<file path="config.mk">
export PLATFORM = sky130hd
export DESIGN_NAME = fault_supervisor
export DESIGN_NICKNAME = d
export VERILOG_FILES = /design/src/rtl/fsup_pkg.sv /design/src/rtl/fsup_blank.sv /design/src/rtl/fsup_clear.sv /design/src/rtl/fsup_uv.sv /design/src/rtl/fault_supervisor.sv
export SDC_FILE = /design/constraint.sdc
export NUM_CORES = 1
export LEC_CHECK = 0
export ABC_AREA = 1
export BUFFER_PORTS_ARGS = -buffer_cell sky130_fd_sc_hd__buf_4
export CAP_MARGIN = 20
export CORE_ASPECT_RATIO = 1.1
export CORE_MARGIN = 2
export CORE_UTILIZATION = 25
export DETAILED_ROUTE_END_ITERATION = 10
export GPL_TIMING_DRIVEN = 0
export PLACE_DENSITY = 0.45
export SLEW_MARGIN = 0
export SYNTH_ARGS = -nofsm -noshare
export SYNTH_HDL_FRONTEND = slang
export SYNTH_SLANG_ARGS = --single-unit
</file>
<file path="constraint.sdc">
create_clock -name clk -period 2.17 [get_ports clk]
set_clock_uncertainty 0.05 [all_clocks]
set_input_delay 0.1085 -clock clk [delete_from_list [all_inputs] [get_ports clk]]
set_output_delay 0.1085 -clock clk [all_outputs]
set_load 0.05 [all_outputs]
</file>
<file path="src/rtl/fsup_pkg.sv">
package fsup_pkg;

  // Count of consecutive qualifying edges: advance or restart.
  function automatic int hold_next(input int held, input logic go);
    return go ? held + 1 : 0;
  endfunction

  // Blanking window remaining: reload on a switching event, else count down to zero.
  function automatic int blank_next(input int left, input logic load, input int reload);
    if (load) return reload;
    return (left > 0) ? left - 1 : 0;
  endfunction

endpackage

</file>
<file path="src/rtl/fsup_blank.sv">
module fsup_blank #(
  parameter int N_GATE    = 6,
  parameter int BLANK_CYC = 40
) (
  input  logic              clk,
  input  logic              rst_n,
  input  logic [N_GATE-1:0] gate_on_i,
  output logic              rise_o,
  output logic              blank_o
);
  localparam int BW = $clog2(BLANK_CYC + 1);

  logic [N_GATE-1:0] gate_q;
  logic [BW-1:0]     left_q;

  assign rise_o  = |(gate_on_i & ~gate_q);
  assign blank_o = rise_o | (left_q != '0);

  always_ff @(posedge clk or negedge rst_n) begin
    if (!rst_n) begin
      gate_q <= '0;
      left_q <= BW'(BLANK_CYC);
    end else begin
      gate_q <= gate_on_i;
      left_q <= BW'(fsup_pkg::blank_next(int'(left_q), rise_o, BLANK_CYC));
    end
  end
endmodule

</file>
<file path="src/rtl/fsup_clear.sv">
module fsup_clear #(
  parameter int NPH       = 3,
  parameter int CLEAR_CYC = 900
) (
  input  logic           clk,
  input  logic           rst_n,
  input  logic           latched_i,
  input  logic           set_i,
  input  logic [NPH-1:0] ls_off_i,
  output logic           all_off_o,
  output logic           fire_o
);
  localparam int CW = $clog2(CLEAR_CYC + 1);

  logic [CW-1:0] cnt_q;
  logic          cond;

  assign all_off_o = &ls_off_i;
  assign cond      = latched_i & all_off_o;
  assign fire_o    = cond && (cnt_q == CW'(CLEAR_CYC - 1));

  always_ff @(posedge clk or negedge rst_n) begin
    if (!rst_n) cnt_q <= '0;
    else        cnt_q <= CW'(fsup_pkg::hold_next(int'(cnt_q), cond & ~fire_o & ~set_i));
  end
endmodule

</file>
<file path="src/rtl/fsup_uv.sv">
module fsup_uv #(
  parameter int NPH = 3
) (
  input  logic           clk,
  input  logic           rst_n,
  input  logic           uv_logic_i,
  input  logic [NPH-1:0] uv_float_i,
  output logic           uvl_o,
  output logic [NPH-1:0] uvf_o
);
  always_ff @(posedge clk or negedge rst_n) begin
    if (!rst_n) begin
      uvl_o <= 1'b1;
      uvf_o <= '1;
    end else begin
      uvl_o <= uv_logic_i;
      uvf_o <= uv_float_i;
    end
  end
endmodule

</file>
<file path="src/rtl/fault_supervisor.sv">
module fault_supervisor #(
  parameter int NPH       = 3,
  parameter int BLANK_CYC = 40,
  parameter int CLEAR_CYC = 900
) (
  input  logic             clk,
  input  logic             rst_n,
  input  logic             trip_i,
  input  logic             uv_logic_i,
  input  logic [NPH-1:0]   uv_float_i,
  input  logic [2*NPH-1:0] gate_on_i,
  input  logic [NPH-1:0]   ls_off_i,
  output logic             kill_all_o,
  output logic [NPH-1:0]   hs_block_o,
  output logic             fault_n_o
);
  localparam int N_GATE = 2 * NPH;

  // Named internal events for the checker.
  logic rise_w, blank_w, set_w, fire_w, all_off_w, oc_q, uvl_w;
  logic [NPH-1:0] uvf_w;

  fsup_blank #(.N_GATE(N_GATE), .BLANK_CYC(BLANK_CYC)) u_blank (
    .clk(clk), .rst_n(rst_n), .gate_on_i(gate_on_i),
    .rise_o(rise_w), .blank_o(blank_w)
  );

  assign set_w = trip_i & ~blank_w;

  fsup_clear #(.NPH(NPH), .CLEAR_CYC(CLEAR_CYC)) u_clear (
    .clk(clk), .rst_n(rst_n), .latched_i(oc_q), .set_i(set_w),
    .ls_off_i(ls_off_i), .all_off_o(all_off_w), .fire_o(fire_w)
  );

  fsup_uv #(.NPH(NPH)) u_uv (
    .clk(clk), .rst_n(rst_n), .uv_logic_i(uv_logic_i), .uv_float_i(uv_float_i),
    .uvl_o(uvl_w), .uvf_o(uvf_w)
  );

  // Over-current latch: set wins over a clear in the same cycle.
  always_ff @(posedge clk or negedge rst_n) begin
    if (!rst_n)      oc_q <= 1'b0;
    else if (set_w)  oc_q <= 1'b1;
    else if (fire_w) oc_q <= 1'b0;
  end

  assign kill_all_o = oc_q | uvl_w;
  assign fault_n_o  = ~(oc_q | uvl_w);
  assign hs_block_o = uvf_w;
endmodule

</file>
; ---- After elaboration in Yosys (flattened, before gate mapping)
; Cells that the tools add are included.
[totals]
regBits = 27
[classes]
addsub = 2
order_cmp = 1
n_eq_ne = 1
n_mux = 7
bitwise_logic = 12
reduce_logical = 5
[ops]
columns = op, n
row1 = $mux 6, 3
row2 = $add 10x1->10 const B, 1
row3 = $eq 10x10->1 const B, 1
row4 = $mux 10, 1
row5 = $and 6x6->6, 1
row6 = $gt 6x1->1 const B, 1
row7 = $not 6->6, 1
row8 = $reduce_bool 6->1, 1
row9 = $reduce_or 6->1, 1
row10 = $sub 6x1->6 const B, 1
row11 = $and 1x1->1, 4
row12 = $not 1->1, 4
row13 = $mux 1, 3
row14 = $reduce_and 3->1, 1
row15 = $or 1x1->1, 2
row16 = $reduce_bool 2->1, 1
row17 = $logic_and 1x1->1, 1

; ---- Longest topological paths before layout
[logic_depth]
word_depth = 9
depth_mapped = 8
ltp_nobuf = 8

; ---- By module
; Synthesis repeated with hierarchy kept, for this count alone.
[unflattened]
cells_unflattened = 154
area_unflattened_um2 = 1316.3
[by_module_without_submodules]
columns = mod, instances, cells_per_inst, area_each_um2, seq_area_each_um2
row1 = fsup_clear, 1, 72, 583.1, 250.2
row2 = fsup_blank, 1, 69, 570.5, 302.8
row3 = fsup_uv, 1, 4, 105.1, 105.1
row4 = fault_supervisor, 1, 9, 57.6, 25.0

; ---- Worst setup path after synthesis
; Ideal clock, no wire load.
[synth_timing]
path_kind = reg-to-output
from = register oc_q
to = output kill_all_o
t_arrival_ps = 1521
setup_slack_ps = 490
path_stages_with_launch = 3
cell_sequence = dfrtp_1 nor2_1 inv_1
[synth_between]
elab_chain_cells = 1
[synth_rtl]
columns = item, line_no
row1 = from (decl), fault_supervisor.sv:20  ; logic rise_w, blank_w, set_w, fire_w, all_off_w, oc_q, uvl_w;
row2 = from (signal assigned), fault_supervisor.sv:42  ; if (!rst_n) oc_q <= 1'b0;
row3 = from (signal assigned), fault_supervisor.sv:43  ; else if (set_w) oc_q <= 1'b1;
row4 = from (signal assigned), fault_supervisor.sv:44  ; else if (fire_w) oc_q <= 1'b0;
row5 = $or 1x1->1, fault_supervisor.sv:47  ; assign kill_all_o = oc_q | uvl_w;
row6 = to (decl), fault_supervisor.sv:13  ; output logic kill_all_o,
; No other way between the ends.

; ---- Final worst setup path
[layout_timing]
from = register u_clear.cnt_q[0]
to = register u_clear.cnt_q[8]
[layout_between]
elab_chain_cells = 6
word_cells_on_any_way = 7
[layout_rtl]
columns = item, line_no
row1 = from (decl), fsup_clear.sv:15  ; logic [CW-1:0] cnt_q;
row2 = from (signal assigned), fsup_clear.sv:24  ; else cnt_q <= CW'(fsup_pkg::hold_next(int'(cnt_q), cond & ~fire_o & ~set_i));
row3 = "parallel branches: the longest is 5 deep, another holds $add 10x1->10", --
row4 = $mux 10 (*), fsup_pkg.sv:5  ; return go ? held + 1 : 0;
; Mark *: on every way between the ends.
; A chain may end at the register's enable or synchronous reset.

==> results.md <==
* Design Area, Final at about 1700 um^2
* Final Net Count at 186
* Synth top area cells: dfrtp_1, dfstp_2, nand2_1
* Placed inst area at between 1500 and 2000 um^2
* Final Setup Violations at 0
* Core Box Area at just under 5000 um^2
* Slew @ Worst Pin at 347 ps
* Number of max-cap violations at 0
* Iter 0 DRT Violations at 18
* Finished Core Util at 33.4%
* Maximum VDD drop at 0.272 mV
* Setup CP Type: reg2reg
* Reg2reg end: u_clear.cnt_q[8]
* Post-CTS setup buffers at 0
* Share of cells above drive strength 1 at approximately a third
* Fin Setup TNS at 0 ps
* Async S/R FF share, synth at 100%
* Slowest cell on crit path: dfrtp_1
* Min-delay worst type: in2reg
* Crit path buffers/inverters at 1
* Final Wtd Congestion at roughly 0.8
* Routed len/inst at a little under 10 um
* RSZ-0062 raised after global routing: no
* Worst Reg2Reg Path Length in Cells at 8
* Final period util at between 60% and 70%
* Synth unique cells at 24
* Critical path cell sequence: ha_1 -> nand2_1 -> nor2_1 -> nand3_2 -> nand2_1 -> inv_2 -> nand2_8 -> nor2_2
* Horiz. Die Dim at around 72 um
* Sequential share of the synthesized area at 53.4%
* HP Start: trip_i
* Synth top area share at between 40% and 50%
* Final Worst Setup Slack at 695 ps
* Non-filler cells, final at about 230
* Hold Vio Cnt, Final at 0
* Total congestion overflow at 0
* Synthesized area per cell at 9.69 um^2
* Layout area overhead at 29.8%
* Static leakage at approximately 0.76 nW
* Status: finished clean
* Critical path startpoint category: flop
* Fillers at between 500 and 600
* Post-Place Cells at 210
* Max-slew violations at 0
* Fmax at around 680 MHz
* Vias/cell at slightly below 4
* N_diodes at 0
* Fin crit period at 1480 ps
* Yosys warns at 0
* First-pass GRT wire length at around 3800 um
* DR vias at 895
* Synth Register Bits at 27
* Synthesized area at ~1300 um^2
* Boundary pin count at 21
* CTS clk-pin slew, worst paths at 100 ps
* Hold_ws at around 55 ps
* Post-DP HPWL at approximately 1600 um
* Total power at roughly 0.95 mW
* Tot GR Track Use at around 8.3%
* CP Capture Type: flop
* Largest net degree at the start of global routing at 28
* Post-DRT Antenna Nets at 0
* Remaining DRCs at 0
* Max incr delay on CP at between 400 and 500 ps
* Reg2Reg Launch Point: u_clear.cnt_q[0]
* Cell mode on critical path: nand2_1
* Cell taking the most area after synthesis: dfrtp_1
* Number of buffers created by CTS at 3
* CTS max path bufs at 2
* Die area at ~5700 um^2
* Initial antenna violation count at 0
* Hold Path Sink: oc_q
* Critical path fanouts, max at 10
* Initial Util at 25.7%
* Num rows at 27
* Commonest cells post-synth: dfrtp_1, nand2_1, inv_1, nor2_2, nand3_1
* Die H at 79.0 um
* Vias in the first global route at between 800 and 900
* Crit path arrival time at roughly 1600 ps
* Pwr/cell area at 572 nW/um^2
* H-Tree Depth at 1
* Min-Delay Path Depth at 3
* Critical Path RT at 2290 ps
* Syn Nets at 150
* Clock Latency Late Sink at ~270 ps
* Pre-CTS setup slack at approximately 690 ps
* EDFF count, synth at 0
* Most used flip-flop cell after synthesis: dfrtp_1
* Clock sink count at 27
* Slew headroom at between 70% and 80%
* Initial DRT Pass Iterations at 4
* Gate count of the mapped netlist at 132
* Post-Route WL at roughly 2200 um
* CTS tree: done
* IO buf count at 20
* Crit-path leading delay family: simple AND/OR/NAND/NOR gates
* Clock Root Buffer: clkbuf_8
* R2R Setup Slk at 690 ps
## worst max path at each step
stage / end / slack, ps / from / cells after the start
6_report: u_clear.cnt_q[8] / 690 / u_clear.cnt_q[0] / 8
4_1_cts: u_clear.cnt_q[0] / 680 / u_clear.cnt_q[0] / 8
3_5_place_dp: u_clear.cnt_q[0] / 690 / u_clear.cnt_q[0] / 8
2_1_floorplan: kill_all_o / 490 / oc_q / 2
5_1_grt: u_clear.cnt_q[8] / 540 / u_clear.cnt_q[0] / 8
3_3_place_gp: u_clear.cnt_q[0] / 690 / u_clear.cnt_q[0] / 8
## power breakdown
part	total, mW	internal, mW	switching (mW)
Combinational	0.129	0.0552	0.0741
Sequential	0.532	0.524	0.00747
Clock	0.289	0.130	0.159
## cell families (layout without fill, tap and decap cells)
logic type,after synthesis,count (layout),synth area share [%]
buffers and inverters,22,57,6.46
AOI/OAI and AO/OA,8,8,3.33
adders and majority gates,2,2,1.96
and+or+nand+nor,66,66,30.0
xor gates and xnor gates,7,7,4.79
DFF,27,27,53.4
## cell type report
type                            instances  area [um^2]  area share, %
Tap cell                               58         72.6           4.37
Multi-Input combinational cell         83          513           30.9
Clock inverter                          1         7.51          0.452
Clock buffer                            3         41.3           2.49
Sequential cell                        27          683           41.1
Inverter                               22         82.6           4.97
Timing Repair Buffer                   31          260           15.7
## registers in the layout, indices dropped and copies added (netlist names)
register / flops
oc_q: 1
u_blank.gate_q: 6
u_blank.left_q: 6
u_clear.cnt_q: 10
u_uv.uvf_o: 3
u_uv.uvl_o: 1
## repair_timing
item                                    4_1_cts  5_1_grt
endpoints found under the setup margin        0        0
resized for setup                             0        0
hold endpoints to repair                     37        0
hold buffers                                 11        0
## worst reg2reg max path, cell delays in order, from the launching register on
cell	delay, ps
dfrtp_1	490
ha_1	270
nand2_1	70
nor2_1	110
nand3_2	80
nand2_1	80
inv_2	60
nand2_8	120
nor2_2	50
## routing by layer
metal  up-vias  share of wire, %  global-route usage (%)
li1        472                 -                       -
met1       414                45                    10.6
met2         5                52                    14.4
met3         4               2.1                    1.52
met4         0              0.96                    2.26
met5         -                 0                       0
## placed cells by master (no fill, tap or decap)
cell type	netlist	final
buf_4	0	20
clkinvlp_4	0	1
inv_1	20	20
nand2_1	21	21
o211ai_1	1	1
inv_2	1	1
dfrtp_1	21	21
nand4_4	1	1
xor2_1	6	6
a21oi_1	2	2
xnor2_1	1	1
nor2_8	1	1
dfstp_2	6	6
nand3_2	1	1
o21ai_0	5	5
nand3_1	10	10
nor3_1	2	2
ha_1	2	2
nor2_4	2	2
nand2_8	1	1
nand2_2	4	4
clkinv_1	1	1
nor2_2	12	12
dlygate4sd3_1	0	11
clkbuf_8	0	3
nand4_1	1	1
nand2_4	1	1
nor2_1	9	9
No activity file was read; power rests on OpenSTA's default activity.
